File: src/rtl/ntt_sched_pkg.sv
package ntt_sched_pkg;
  localparam int LANES        = 4;
  localparam int TW_PER_GROUP = 3;

  typedef enum logic [1:0] {
    SEQ_IDLE,
    SEQ_READ,
    SEQ_GAP
  } seq_state_e;
endpackage

File: src/rtl/ntt_round_agu.sv
// Combinational address and twiddle-index generator for one read cycle.
module ntt_round_agu
  import ntt_sched_pkg::*;
#(
  parameter int AW = 8,
  parameter int LW = 4
) (
  input  logic [LW-1:0]              log_n,
  input  logic [LW-1:0]              span_lt,
  input  logic [AW-1:0]              k,
  input  logic                       single,
  input  logic                       inverse,
  output logic [LANES*AW-1:0]        rd_addr,
  output logic [TW_PER_GROUP*AW-1:0] tw_idx
);
  logic [AW-1:0] t_step, grp, j_base, m_base, n_mask, tw_base;
  logic [AW-1:0] lane_a [LANES];
  logic [AW-1:0] tw_v   [TW_PER_GROUP];

  always_comb begin
    t_step  = AW'(1) << span_lt;
    grp     = k >> span_lt;
    j_base  = (grp << (span_lt + LW'(2))) | (k & (t_step - AW'(1)));
    m_base  = AW'(1) << (log_n - LW'(2) - span_lt);
    n_mask  = (AW'(1) << log_n) - AW'(1);
    tw_base = m_base + grp;
    tw_v[0] = tw_base;
    tw_v[1] = tw_base << 1;
    tw_v[2] = (tw_base << 1) | AW'(1);
    if (single) begin
      // one layer: second row must pair neighbours, so swap the middle lanes
      lane_a[0] = j_base;
      lane_a[1] = j_base + AW'(2);
      lane_a[2] = j_base + AW'(1);
      lane_a[3] = j_base + AW'(3);
    end else begin
      for (int g = 0; g < LANES; g++) lane_a[g] = j_base + AW'(g) * t_step;
    end
    for (int g = 0; g < LANES; g++) rd_addr[g*AW +: AW] = lane_a[g];
    for (int h = 0; h < TW_PER_GROUP; h++)
      tw_idx[h*AW +: AW] = inverse ? (tw_v[h] ^ n_mask) : tw_v[h];
  end
endmodule

File: src/rtl/ntt_wb_lanes.sv
// Per-lane write-back delay; lane g is one cycle deeper than lane g-1.
module ntt_wb_lanes
  import ntt_sched_pkg::*;
#(
  parameter int AW       = 8,
  parameter int BASE_LAT = 14
) (
  input  logic                clk,
  input  logic                rst_n,
  input  logic                in_valid,
  input  logic [LANES*AW-1:0] in_addr,
  output logic [LANES-1:0]    out_valid,
  output logic [LANES*AW-1:0] out_addr
);
  for (genvar g = 0; g < LANES; g++) begin : g_lane
    localparam int DEPTH = BASE_LAT + g;
    logic [DEPTH-1:0] vld_sr;
    logic [AW-1:0]    adr_sr [DEPTH];

    always_ff @(posedge clk or negedge rst_n) begin
      if (!rst_n) begin
        vld_sr <= '0;
        for (int d = 0; d < DEPTH; d++) adr_sr[d] <= '0;
      end else begin
        vld_sr    <= {vld_sr[DEPTH-2:0], in_valid};
        adr_sr[0] <= in_addr[g*AW +: AW];
        for (int d = 1; d < DEPTH; d++) adr_sr[d] <= adr_sr[d-1];
      end
    end

    assign out_valid[g]          = vld_sr[DEPTH-1];
    assign out_addr[g*AW +: AW]  = adr_sr[DEPTH-1];
  end
endmodule

File: src/rtl/ntt_merge_sched.sv
module ntt_merge_sched
  import ntt_sched_pkg::*;
#(
  parameter int LOG_N_MAX = 8,
  parameter int RD_LAT    = 2,
  parameter int BF_LAT    = 8,
  parameter int BUF_LAT   = 4,
  parameter int IDLE_GAP  = 6,
  localparam int AW = LOG_N_MAX,
  localparam int LW = $clog2(LOG_N_MAX + 1)
) (
  input  logic                       clk,
  input  logic                       rst_n,
  input  logic                       start,
  input  logic                       inverse,
  input  logic [LW-1:0]              log_n,
  output logic                       rd_en,
  output logic [LANES*AW-1:0]        rd_addr,
  output logic [TW_PER_GROUP*AW-1:0] tw_idx,
  output logic                       bypass_row1,
  output logic [LANES-1:0]           wr_en,
  output logic [LANES*AW-1:0]        wr_addr,
  output logic                       busy,
  output logic                       done
);
  localparam int WB_LAT   = RD_LAT + BF_LAT + BUF_LAT;
  localparam int LAST_LAT = WB_LAT + LANES - 1;
  localparam int GAP_LEN  = LAST_LAT + IDLE_GAP;
  localparam int GW       = $clog2(GAP_LEN + 1);

  seq_state_e    state;
  logic          inv_q, done_q;
  logic [LW-1:0] logn_q, rnd;
  logic [AW-1:0] k_cnt;
  logic [GW-1:0] gap_cnt;

  logic [LW-1:0] rnd_last_fwd, two_r, lt_room, span_lt;
  logic [AW-1:0] k_end;
  logic          last_fwd, last_round, single_rd, start_ok;

  always_comb begin
    rnd_last_fwd = (logn_q - LW'(1)) >> 1;
    last_fwd     = (rnd == rnd_last_fwd);
    last_round   = inv_q ? (rnd == '0) : last_fwd;
    two_r        = rnd << 1;
    lt_room      = logn_q - LW'(2);
    span_lt      = (lt_room >= two_r) ? (lt_room - two_r) : '0;
    single_rd    = logn_q[0] && last_fwd;
    k_end        = (AW'(1) << lt_room) - AW'(1);
    start_ok     = start && (log_n >= LW'(2)) && (log_n <= LW'(LOG_N_MAX));
  end

  always_ff @(posedge clk or negedge rst_n) begin
    if (!rst_n) begin
      state   <= SEQ_IDLE;
      inv_q   <= 1'b0;
      logn_q  <= LW'(2);
      rnd     <= '0;
      k_cnt   <= '0;
      gap_cnt <= '0;
      done_q  <= 1'b0;
    end else begin
      done_q <= 1'b0;
      unique case (state)
        SEQ_IDLE: if (start_ok) begin
          inv_q  <= inverse;
          logn_q <= log_n;
          k_cnt  <= '0;
          rnd    <= inverse ? ((log_n - LW'(1)) >> 1) : '0;
          state  <= SEQ_READ;
        end
        SEQ_READ: if (k_cnt == k_end) begin
          k_cnt   <= '0;
          gap_cnt <= '0;
          state   <= SEQ_GAP;
        end else begin
          k_cnt <= k_cnt + AW'(1);
        end
        SEQ_GAP: begin
          if (last_round && gap_cnt == GW'(LAST_LAT - 1)) begin
            state  <= SEQ_IDLE;
            done_q <= 1'b1;
          end else if (!last_round && gap_cnt == GW'(GAP_LEN - 1)) begin
            state <= SEQ_READ;
            rnd   <= inv_q ? (rnd - LW'(1)) : (rnd + LW'(1));
          end else begin
            gap_cnt <= gap_cnt + GW'(1);
          end
        end
        default: state <= SEQ_IDLE;
      endcase
    end
  end

  assign rd_en       = (state == SEQ_READ);
  assign bypass_row1 = rd_en && single_rd;
  assign busy        = (state != SEQ_IDLE);
  assign done        = done_q;

  ntt_round_agu #(.AW(AW), .LW(LW)) u_agu (
    .log_n   (logn_q),
    .span_lt (span_lt),
    .k       (k_cnt),
    .single  (single_rd),
    .inverse (inv_q),
    .rd_addr (rd_addr),
    .tw_idx  (tw_idx)
  );

  ntt_wb_lanes #(.AW(AW), .BASE_LAT(WB_LAT)) u_wb (
    .clk       (clk),
    .rst_n     (rst_n),
    .in_valid  (rd_en),
    .in_addr   (rd_addr),
    .out_valid (wr_en),
    .out_addr  (wr_addr)
  );
endmodule

File: config.mk
export PLATFORM = sky130hd
export DESIGN_NAME = ntt_merge_sched
export DESIGN_NICKNAME = d
export VERILOG_FILES = /design/src/rtl/ntt_sched_pkg.sv /design/src/rtl/ntt_round_agu.sv /design/src/rtl/ntt_wb_lanes.sv /design/src/rtl/ntt_merge_sched.sv
export SDC_FILE = /design/constraint.sdc
export NUM_CORES = 1
export LEC_CHECK = 0
export CORE_ASPECT_RATIO = 1.2
export CORE_MARGIN = 8
export CORE_UTILIZATION = 51
export CTS_CLUSTER_SIZE = 30
export DETAILED_ROUTE_END_ITERATION = 10
export GPL_TIMING_DRIVEN = 1
export PLACE_DENSITY = 0.73
export SYNTH_ARGS = -nofsm -noshare
export SYNTH_HDL_FRONTEND = slang
export SYNTH_SLANG_ARGS = --single-unit
File: constraint.sdc
create_clock -name clk -period 9.6 [get_ports clk]
set_clock_uncertainty 0.05 [all_clocks]
set_input_delay 1.92 -clock clk [delete_from_list [all_inputs] [get_ports clk]]
set_output_delay 1.92 -clock clk [all_outputs]
set_load 0.01 [all_outputs]
# Yosys cells after proc, flatten, opt, wreduce, memory -nomap -nowiden
# Index checks and enable logic that the tools add are counted.
[word_totals]
ff_bits = 583
elab_cells = 164
input_bits = 8
[op_classes]
bitwise = 5
mux = 26
order_cmp = 3
eq_ne = 12
n_addsub = 20
shift = 6
multipliers = 1
reduce_logical = 18
[op_table]
columns = ["operator", "count"]
rows = [
  ["2-to-1 mux 8 bit", 5],
  ["adder 8 bit", 4],
  ["<< shifter 1 x 4 -> 8 bit (first input constant)", 4],
  ["2-to-1 mux 24 bit", 1],
  ["XOR 8 bit", 3],
  ["2-to-1 mux 4 bit", 5],
  ["adder 8 x 1 -> 8 bit (second input constant)", 2],
  ["adder 8 x 2 -> 8 bit (second input constant)", 2],
  ["case mux 8 bit (2 select lines)", 1],
  ["subtractor 8 x 2 -> 8 bit (second input constant)", 2],
  ["2-to-1 mux 5 bit", 3],
  ["subtractor 4 x 1 -> 4 bit (second input constant)", 3],
  ["equality test 5 bit (second input constant)", 2],
  ["case mux 5 bit (2 select lines)", 1],
  ["AND 8 bit", 1],
  ["equality test 8 bit", 1],
  ["multiplier 2 x 8 -> 8 bit (first input constant)", 1],
  ["2-to-1 mux 2 bit", 4],
  ["inequality test 2 bit (second input constant)", 4],
  ["OR 8 bit", 1],
  ["case mux 4 bit (2 select lines)", 1],
  ["AND reduction 4 bit", 2],
  ["nonzero test 2 bit", 4],
  ["<< shifter 8 x 4 -> 8 bit", 1],
  ["24 further kinds", 33],
]

# Longest topological paths before layout
# Gate-level depths: netlist (run 1).
[logic_depth]
ltp_word = 9
ltp_mapped = 32
depth_no_buf = 29

# Modules after synthesis
# From an unflattened synthesis (run 1), not the netlist that was laid out.
[unflattened]
cells_unflattened = 1193
area_unflattened_um2 = 18291.3
[modules_own_cells]
columns = ["module", "area_each_um2", "instances", "cells_per_inst"]
rows = [
  ["ntt_wb_lanes", 13085.0, 1, 546],
  ["ntt_round_agu", 3099.2, 1, 407],
  ["ntt_merge_sched", 2107.0, 1, 240],
]

# Least setup slack after synthesis (run 1)
# Ideal clock, no wire load.
[synth_timing]
path_type = "register -> output"
from = "register logn_q[1]"
to = "output rd_addr[31]"
arrival_time_ns = 5.864
n_path_buf = 3
setup_slack_ns = 1.766
stages_incl_launch_ff = 28
required_ns = 7.630
cell_sequence = "dfstp_2 -> inv_1 -> ha_1 -> xnor2_4 -> clkinv_1 -> ha_1 -> buf_4 -> nand2_1 -> a21o_1 -> buf_2 -> nand2_1 -> nand2_1 -> inv_1 -> ha_1 -> or4_1 -> o311ai_2 -> o211ai_1 -> o211ai_1 -> buf_2 -> fa_1 -> ha_1 -> a21oi_1 -> o21bai_1 -> a21o_1 -> a21oi_1 -> xnor2_1 -> o22ai_1 -> xor2_1"
[synth_between]
elab_chain_cells = 9
word_cells_on_any_way = 18
[synth_rtl]
columns = ["element", "line", "source"]
rows = [
  ["start, declared", "ntt_merge_sched.sv:33", "logic [LW-1:0] logn_q, rnd;"],
  ["start signal, assigned", "ntt_merge_sched.sv:67", "logn_q <= log_n;"],
  ["subtractor 4 x 2 -> 4 bit (*)", "ntt_merge_sched.sv:46", "lt_room = logn_q - LW'(2);"],
  ["subtractor 4 bit or greater-or-equal comparator 4 bit (tied branches)", "ntt_merge_sched.sv:47", "span_lt = (lt_room >= two_r) ? (lt_room - two_r) : '0;"],
  ["2-to-1 mux 4 bit (*)", "ntt_merge_sched.sv:47", ""],
  ["<< shifter 1 x 4 -> 8 bit", "ntt_round_agu.sv:21", "t_step = AW'(1) << span_lt;"],
  ["subtractor 8 x 1 -> 8 bit", "ntt_round_agu.sv:23", "j_base = (grp << (span_lt + LW'(2))) | (k & (t_step - AW'(1)));"],
  ["AND 8 bit", "ntt_round_agu.sv:23", ""],
  ["OR 8 bit (*)", "ntt_round_agu.sv:23", ""],
  ["named net rd_addr[3]", "ntt_merge_sched.sv:18", "output logic [LANES*AW-1:0] rd_addr,"],
  ["adder 8 bit or adder 8 x 2 -> 8 bit (tied branches)", "ntt_round_agu.sv:37, ntt_round_agu.sv:35", ""],
  ["2-to-1 mux 24 bit (*)", "ntt_round_agu.sv:30", "if (single) begin"],
  ["end, declared", "ntt_merge_sched.sv:18", ""],
]
# Mark *: on every way through the listed nets, which the timed path passes. The rest lies on a longest branch.

# Worst setup path after layout (run 1)
[layout_timing]
from = "register logn_q[1]"
to = "output rd_addr[31]"
[layout_between]
elab_chain_cells = 9
word_cells_on_any_way = 18
[layout_rtl]
columns = ["element", "line"]
rows = [
  ["parallel branches: the longest is 8 deep, another holds multiplier 2 x 8 -> 8 bit", "n/a"],
  ["2-to-1 mux 24 bit (*)", "ntt_round_agu.sv:30"],
]
# Mark *: on every way between the ends.

==> metrics.csv, run 1 <==
stage,metric,value,unit
worst_setup_path,cp_max_fo,8,
floorplanning,die_y,225,um
synthesis,ys_seq_area_frac,0.727,
sta,period_share,0.950,
drt,drc,0,
grt,grt_pass1_vias,10700,
clock_network,cts_tree,done,
floorplanning,row_count,76,
drt,vias,9656,
drt,drt-total-wl,37900,um
sta,tns,0,ns
grt,globalRouteMet1Util,0.225,
clock_network,htree_levels,2,
placed_design,post-dp-hpwl,24000,um
synthesis,synth_flop_cell,dfrtp_1,
sta,tightest_slew,1.26,ns
floorplanning,dieWidth,190,um
drt,postRouteAntennaNets,0,
synthesis,synth_edf_count,0,
grt,grt_pass1_wl,60400,um
layout,n_antenna_cell,0,
synthesis,synth_area,18500,sq um
clock_network,cts_buffers,49,
worst_setup_path,criticalPathCategory,reg2out,
clock_network,clock_sinks,538,
synthesis,synth.avg_cell_area,14.6,sq um
sta,setup_viol,0,
clock_network,cts.path.max_buffers,3,
synthesis,ys_async_sr_fraction,1.00,
drt,drt_iter0_markers,753,
grt,busiest_layer,met2,
worst_setup_path,critPathRequiredTime,7.63,ns
drt,routedWlPerCell,20.1,um
clock_network,ctsHoldBuffers,0,
clock_network,path_clk_slew,0.07,ns
sta,hold_viol,0,
synthesis,yosysWarnings,0,
placed_design,gp_congestion,0.868,
layout,fin_cells,1886,
floorplanning,start_util,0.517,
worst_setup_path,crit_path_start_kind,register,
clock_network,insertion_delay,0.56,ns
layout,finalNetCount,1462,
worst_setup_path,worst_path_largest_cell_delay,0.60,ns
worst_hold_path,min_delay_path_depth,0,
synthesis,ys_ff_latch,538,
drt,drt_first_pass_iters,5,
sta,drv_slew,0,
layout,drive_above_1_share,0.116,
worst_setup_path,critPathSlowestCell,or4_1,
worst_setup_path,ff2ff_path_depth,24,
worst_setup_path,critical_path_arrival,7.15,ns
run,drv_cap,0,
worst_setup_path,crit_path_end_kind,output pin,
clock_network,root_buffer,clkbuf_16,
grt,antenna_found_initial,0,
grt,grt_usage,0.182,
sta,min_period,9.12,ns
grt,grt_max_degree,214,
placed_design,place_inst,1779,
floorplanning,coreArea,35800,sq um
outcome,status,finished clean,
synthesis,syn_inst,1268,
floorplanning,io_pins,104,
placed_design,io_buffers,103,
grt,gr-total-overflow,0,
sta,max_freq,110,MHz
floorplanning,die_area,42700,sq um
sta,rsz0062_at_grt,no,
sta,slew_headroom,0.153,
grt,use_met3,0.0330,
grt,grt_util_met2,0.322,
worst_setup_path,cpMostUsedCell,inv_1,
drt,post_drt_via_cell_ratio,5.12,
synthesis,synth_cell_type_count,86,
synthesis,synth_nets,1350,
layout,area_growth,16.9,%
worst_hold_path,worstHoldPathType,reg2reg,
-- stage by stage --
stage	cell area (sq um)	hold slack [ns]	setup WS, ns	util
global placement	19800	0.281	0.591	0.553
finish	21600	0.292	0.481	0.604
detailed placement	19800	0.285	0.541	0.553
floorplan	18500	0.281	1.77	-
CTS	21400	0.291	0.0474	0.598
global route	21600	0.293	0.0290	0.604
-- kinds of logic after synthesis --
family / count (synthesis) / share of synthesized area
flip-flops: 538 / 0.727
other: 1 / 0.000202
AND/OR/NAND/NOR: 217 / 0.0558
multiplexers: 7 / 0.00480
XOR/XNOR: 84 / 0.0411
AO/OA/AOI/OAI: 212 / 0.0797
buffers and inverters: 135 / 0.0374
adder cells (fa/ha/maj): 74 / 0.0540
-- layer usage --
metal | wire length (um) | up-vias
met1 | 15600 | 4953
met2 | 19900 | 247
met4 | 847 | 0
met3 | 1670 | 57
met5 | 0 | -
li1 | - | 4399
-- layout by cell type (no fill, tap or decap), drive strengths merged, types with 4 or more instances in the layout --
master	n
dfrtp	537
clkdlybuf4s50	102
nand2	76
clkbuf	71
ha	64
xnor2	60
o21ai	60
inv	60
nor2	59
a21oi	45
buf	35
xor2	24
nand3	19
nand2b	12
a21o	12
nor3	11
o22ai	11
o211ai	11
clkinv	11
o21bai	10
fa	10
nor2b	8
or2	8
a31oi	7
a21boi	7
a211oi	6
o2111ai	6
o21a	5
or4	5
mux2i	4
a2bb2oi	4
and3	4
o31ai	4
-- final timing paths --
kind                                                 from                          to  slack (ns)
worst max register to register                  logn_q[1]  u_wb.g_lane[3].adr_sr[135]        3.44
worst max-delay path                            logn_q[1]                 rd_addr[31]        0.48
worst min register to register  u_wb.g_lane[2].adr_sr[61]   u_wb.g_lane[2].adr_sr[53]        0.29
max in group asynchronous                           rst_n   u_wb.g_lane[0].adr_sr[53]        6.63
worst min-delay path            u_wb.g_lane[2].adr_sr[61]   u_wb.g_lane[2].adr_sr[53]        0.29
min in group asynchronous                           rst_n   u_wb.g_lane[0].adr_sr[32]        1.32
-- state kept, by name, summed over array words and instances (netlist names) --
register,cells
u_wb.out_addr,32
rnd,4
k_cnt,8
done,1
gap_cnt,5
inv_q,1
u_wb.g_lane.vld_sr,17
logn_q,4
state,2
u_wb.g_lane.adr_sr,464
-- critical path: cells and delay by family (launching register included) --
family	cells	cell delay, ns
xor gates and xnor gates	3	0.53
buffers and inverters	7	1.29
AOI/OAI and AO/OA	6	1.34
and+or+nand+nor	4	1.08
adders and majority gates	5	1.76
DFF	1	0.58
-- area by class of cell --
type	count	area (sq um)
inverter	59	234
tap	468	586
timing repair buffer	137	1300
sequential	538	13500
clock inverter	18	200
multi-input combinational	595	4450
clock buffer	71	1420
fill	2656	14200
-- repair_timing --
item                                    4_1_cts  5_1_grt
endpoints found under the setup margin        1        6
buffers inserted                              0       18
gates cloned                                  0        0
pin swaps                                     0        7
resized for setup                             2       16
-- Yosys cell counts, types with 3 or more instances --
cell type	number	share of area
ha_1	64	0.043
a2bb2oi_1	4	0.0019
nor2_1	57	0.012
inv_1	54	0.011
buf_2	8	0.0022
o22ai_1	10	0.0034
a21oi_1	42	0.011
o31ai_1	3	0.0012
a21o_1	12	0.0049
dfrtp_1	537	0.73
o2111ai_1	3	0.0014
o211ai_1	9	0.0036
or3_1	3	0.0010
nor2b_1	8	0.0027
xnor2_1	58	0.027
fa_1	10	0.011
and3_1	4	0.0014
clkbuf_1	23	0.0047
a21boi_0	5	0.0020
buf_4	43	0.017
xor2_1	24	0.011
nand3b_1	3	0.0012
o21a_1	5	0.0020
o21ai_0	58	0.016
or2_2	7	0.0024
mux2i_1	4	0.0022
nand4_1	3	0.0010
a221oi_1	3	0.0014
nand3_1	19	0.0051
nand2_1	75	0.015
nand2b_1	10	0.0034
o21bai_1	10	0.0041
or4_1	5	0.0020
nor3_1	11	0.0030
o2111ai_2	3	0.0024
a31oi_1	7	0.0024
a211oi_1	4	0.0016
Power of run 1 is left out: the tool's default activity adds up to more than one toggle a clock period on the data nets, which glitch-free logic cannot reach.
==> run 2: changes to the inputs <==
Settings changed: CELL_PAD_IN_SITES_DETAIL_PLACEMENT set to 1, CELL_PAD_IN_SITES_GLOBAL_PLACEMENT set to 1, CORE_UTILIZATION 51 to 49, CTS_BUF_LIST set to sky130_fd_sc_hd__clkbuf_16, PLACE_DENSITY 0.73 to 0.81, SKIP_LAST_GASP set to 1.
==> run 2 against run 1 <==
Compared with the run above:
- maximum frequency down 1.1%
- count of clock-buffer cells in the layout down 21
- non-clock buffer count down 12
- worst setup slack worse by 0.099 ns
- sequential share of layout area up 0.31 points
- critical path depth up 1
- wire length up 20%
- sequential cell count unchanged
- utilization down 3.1 points
- global-route usage up 2.7 points
- first-iteration DRC count down 34%
- critical path type unchanged
==> metrics.csv, run 2 (synthesis gave the netlist of run 1 again) <==
stage,metric,value,unit
outcome,status,finished clean,
floorplanning,start_util,0.493,
floorplanning,coreArea,37600,sq um
clock_network,cts_tree,done,
worst_setup_path,critical_path_arrival,7.25,ns
worst_setup_path,crit_path_end_kind,output pin,
clock_network,clock_sinks,538,
clock_network,path_clk_slew,0.06,ns
worst_setup_path,crit_path_start_kind,register,
grt,gr-total-overflow,0,
layout,finalNetCount,1450,
sta,max_freq,108,MHz
floorplanning,die_area,44300,sq um
grt,grt_max_degree,216,
floorplanning,dieWidth,193,um
clock_network,htree_levels,2,
sta,slew_headroom,0.246,
sta,drv_slew,0,
layout,n_antenna_cell,0,
grt,antenna_found_initial,0,
drt,vias,9889,
worst_setup_path,cp_max_fo,8,
layout,regMostFlops,u_wb.g_lane.adr_sr,
floorplanning,io_pins,104,
worst_setup_path,ff2ff_path_depth,25,
worst_setup_path,r2r_setup_slack,3.33,ns
worst_setup_path,cp-endpoint,rd_addr[31],
layout,multiInputGateArea,4410,sq um
drt,drc,0,
clock_network,cts_buffers,49,
sta,setup_viol,0,
worst_setup_path,criticalPathCategory,reg2out,
worst_setup_path,worst_path_largest_cell_delay,0.58,ns
sta,period_share,0.960,
clock_network,cts.path.max_buffers,3,
layout,utilization,0.573,
drt,drt_iter0_markers,494,
grt,grt_pass1_vias,11300,
clock_network,insertion_delay,0.56,ns
worst_setup_path,r2r-start,logn_q[1],
sta,hold_viol,0,
grt,grt_pass1_wl,70300,um
sta,tightest_slew,1.13,ns
drt,postRouteAntennaNets,0,
placed_design,io_buffers,103,
worst_setup_path,critPathRequiredTime,7.63,ns
layout,drive_above_1_share,0.102,
grt,grt_usage,0.209,
sta,timing.hold.ws,0.293,ns
run,drv_cap,0,
drt,drt-total-wl,45400,um
layout,largest_reg_flops,464,
worst_hold_path,worstHoldPathType,reg2reg,
drt,drt_first_pass_iters,4,
drt,post_drt_via_cell_ratio,5.25,
drt,routedWlPerCell,24.1,um
worst_setup_path,crit_path_start,logn_q[1],
worst_setup_path,critPathSlowestCell,dfstp_2,
sta,tns,0,ns
clock_network,root_buffer,clkbuf_16,
placed_design,post-dp-hpwl,29500,um
layout,seqCellArea,13500,sq um
floorplanning,die_y,229,um
sta,min_period,9.22,ns
placed_design,gp_congestion,0.874,
floorplanning,row_count,78,
worst_setup_path,reg2reg_to,u_wb.g_lane[3].adr_sr[135],
layout,area_growth,16.3,%
layout,final_cell_mix,"537 x dfrtp_1, 102 x clkdlybuf4s50_1, 75 x nand2_1",
layout,fillers,3556,
sta,rsz0062_at_grt,no,
layout,final_common_cell,dfrtp_1,
-- run 2: cell count changes in the layout (fill, tap and decap cells not counted), moves of 3 or more --
cell,change
buf_4,-12
bufinv_16,+3
clkbuf_1,-11
clkbuf_8,-11
clkinv_1,+6
inv_1,+11
-- run 2: critical path, delay by kind of cell (launching register included) --
| kind | cells | cell delay (ns) |
|---|---|---|
| buf+inv | 6 | 1.38 |
| xor+xnor | 4 | 0.75 |
| fa+ha+maj | 5 | 1.47 |
| compound gates | 7 | 1.42 |
| flops | 1 | 0.58 |
| simple gates | 4 | 1.08 |
-- run 2: timing repair --
item                                    4_1_cts  5_1_grt
endpoints found under the setup margin        6        9
hold buffers                                  0        0
pin swaps                                     1        0
setup buffers                                 3        2
resized for setup                             5        9
-- run 2: per-layer routing --
layer / wire length [um] / track usage
met2: 24600 / 0.388
met3: 1490 / 0.0339
met4: 1590 / 0.0768
met5: 0 / 0
met1: 17700 / 0.240
-- run 2: final cells by class --
class                   instances  share of cell area
flip-flops and latches        538               0.625
well taps                     480              0.0279
clock inverters                38              0.0167
clock buffers                  50              0.0581
multi-input cells             595               0.205
inverters                      59              0.0108
repair buffers                125              0.0569
-- run 2: worst min path at each step --
| stage | from | endpoint | slack, ns | depth (start not counted) |
|---|---|---|---|---|
| 2_1_floorplan | u_wb.g_lane[0].adr_sr[108] | u_wb.g_lane[0].adr_sr[100] | 0.28 | 0 |
| 3_3_place_gp | u_wb.g_lane[0].vld_sr[1] | u_wb.g_lane[0].vld_sr[2] | 0.28 | 0 |
| 3_5_place_dp | u_wb.g_lane[0].adr_sr[21] | u_wb.g_lane[0].adr_sr[13] | 0.29 | 0 |
| 4_1_cts | u_wb.g_lane[3].adr_sr[87] | u_wb.g_lane[3].adr_sr[79] | 0.29 | 0 |
| 5_1_grt | u_wb.g_lane[3].adr_sr[122] | u_wb.g_lane[3].adr_sr[114] | 0.30 | 0 |
| 6_report | u_wb.g_lane[3].adr_sr[87] | u_wb.g_lane[3].adr_sr[79] | 0.29 | 0 |
-- run 2: per-stage QoR --
step | area [sq um] | setup WS (ns) | cells
after CTS | 21500 | 0.00790 | 1883
final | 21500 | 0.381 | 1885
after global routing | 21500 | 0.00110 | 1885
after global placement | 19800 | 0.477 | 1792
after floorplan | 18500 | 1.77 | 1268
after detailed placement | 19800 | 0.319 | 1792
Power of run 2 is left out for the same reason.
==> run 3: changes to the inputs <==
Settings changed: GPL_TIMING_DRIVEN 1 to not set.
==> results of run 3 <==
No change in the layout: final DEF, timing and power equal those of run 2.
Power of run 3 is left out for the same reason.
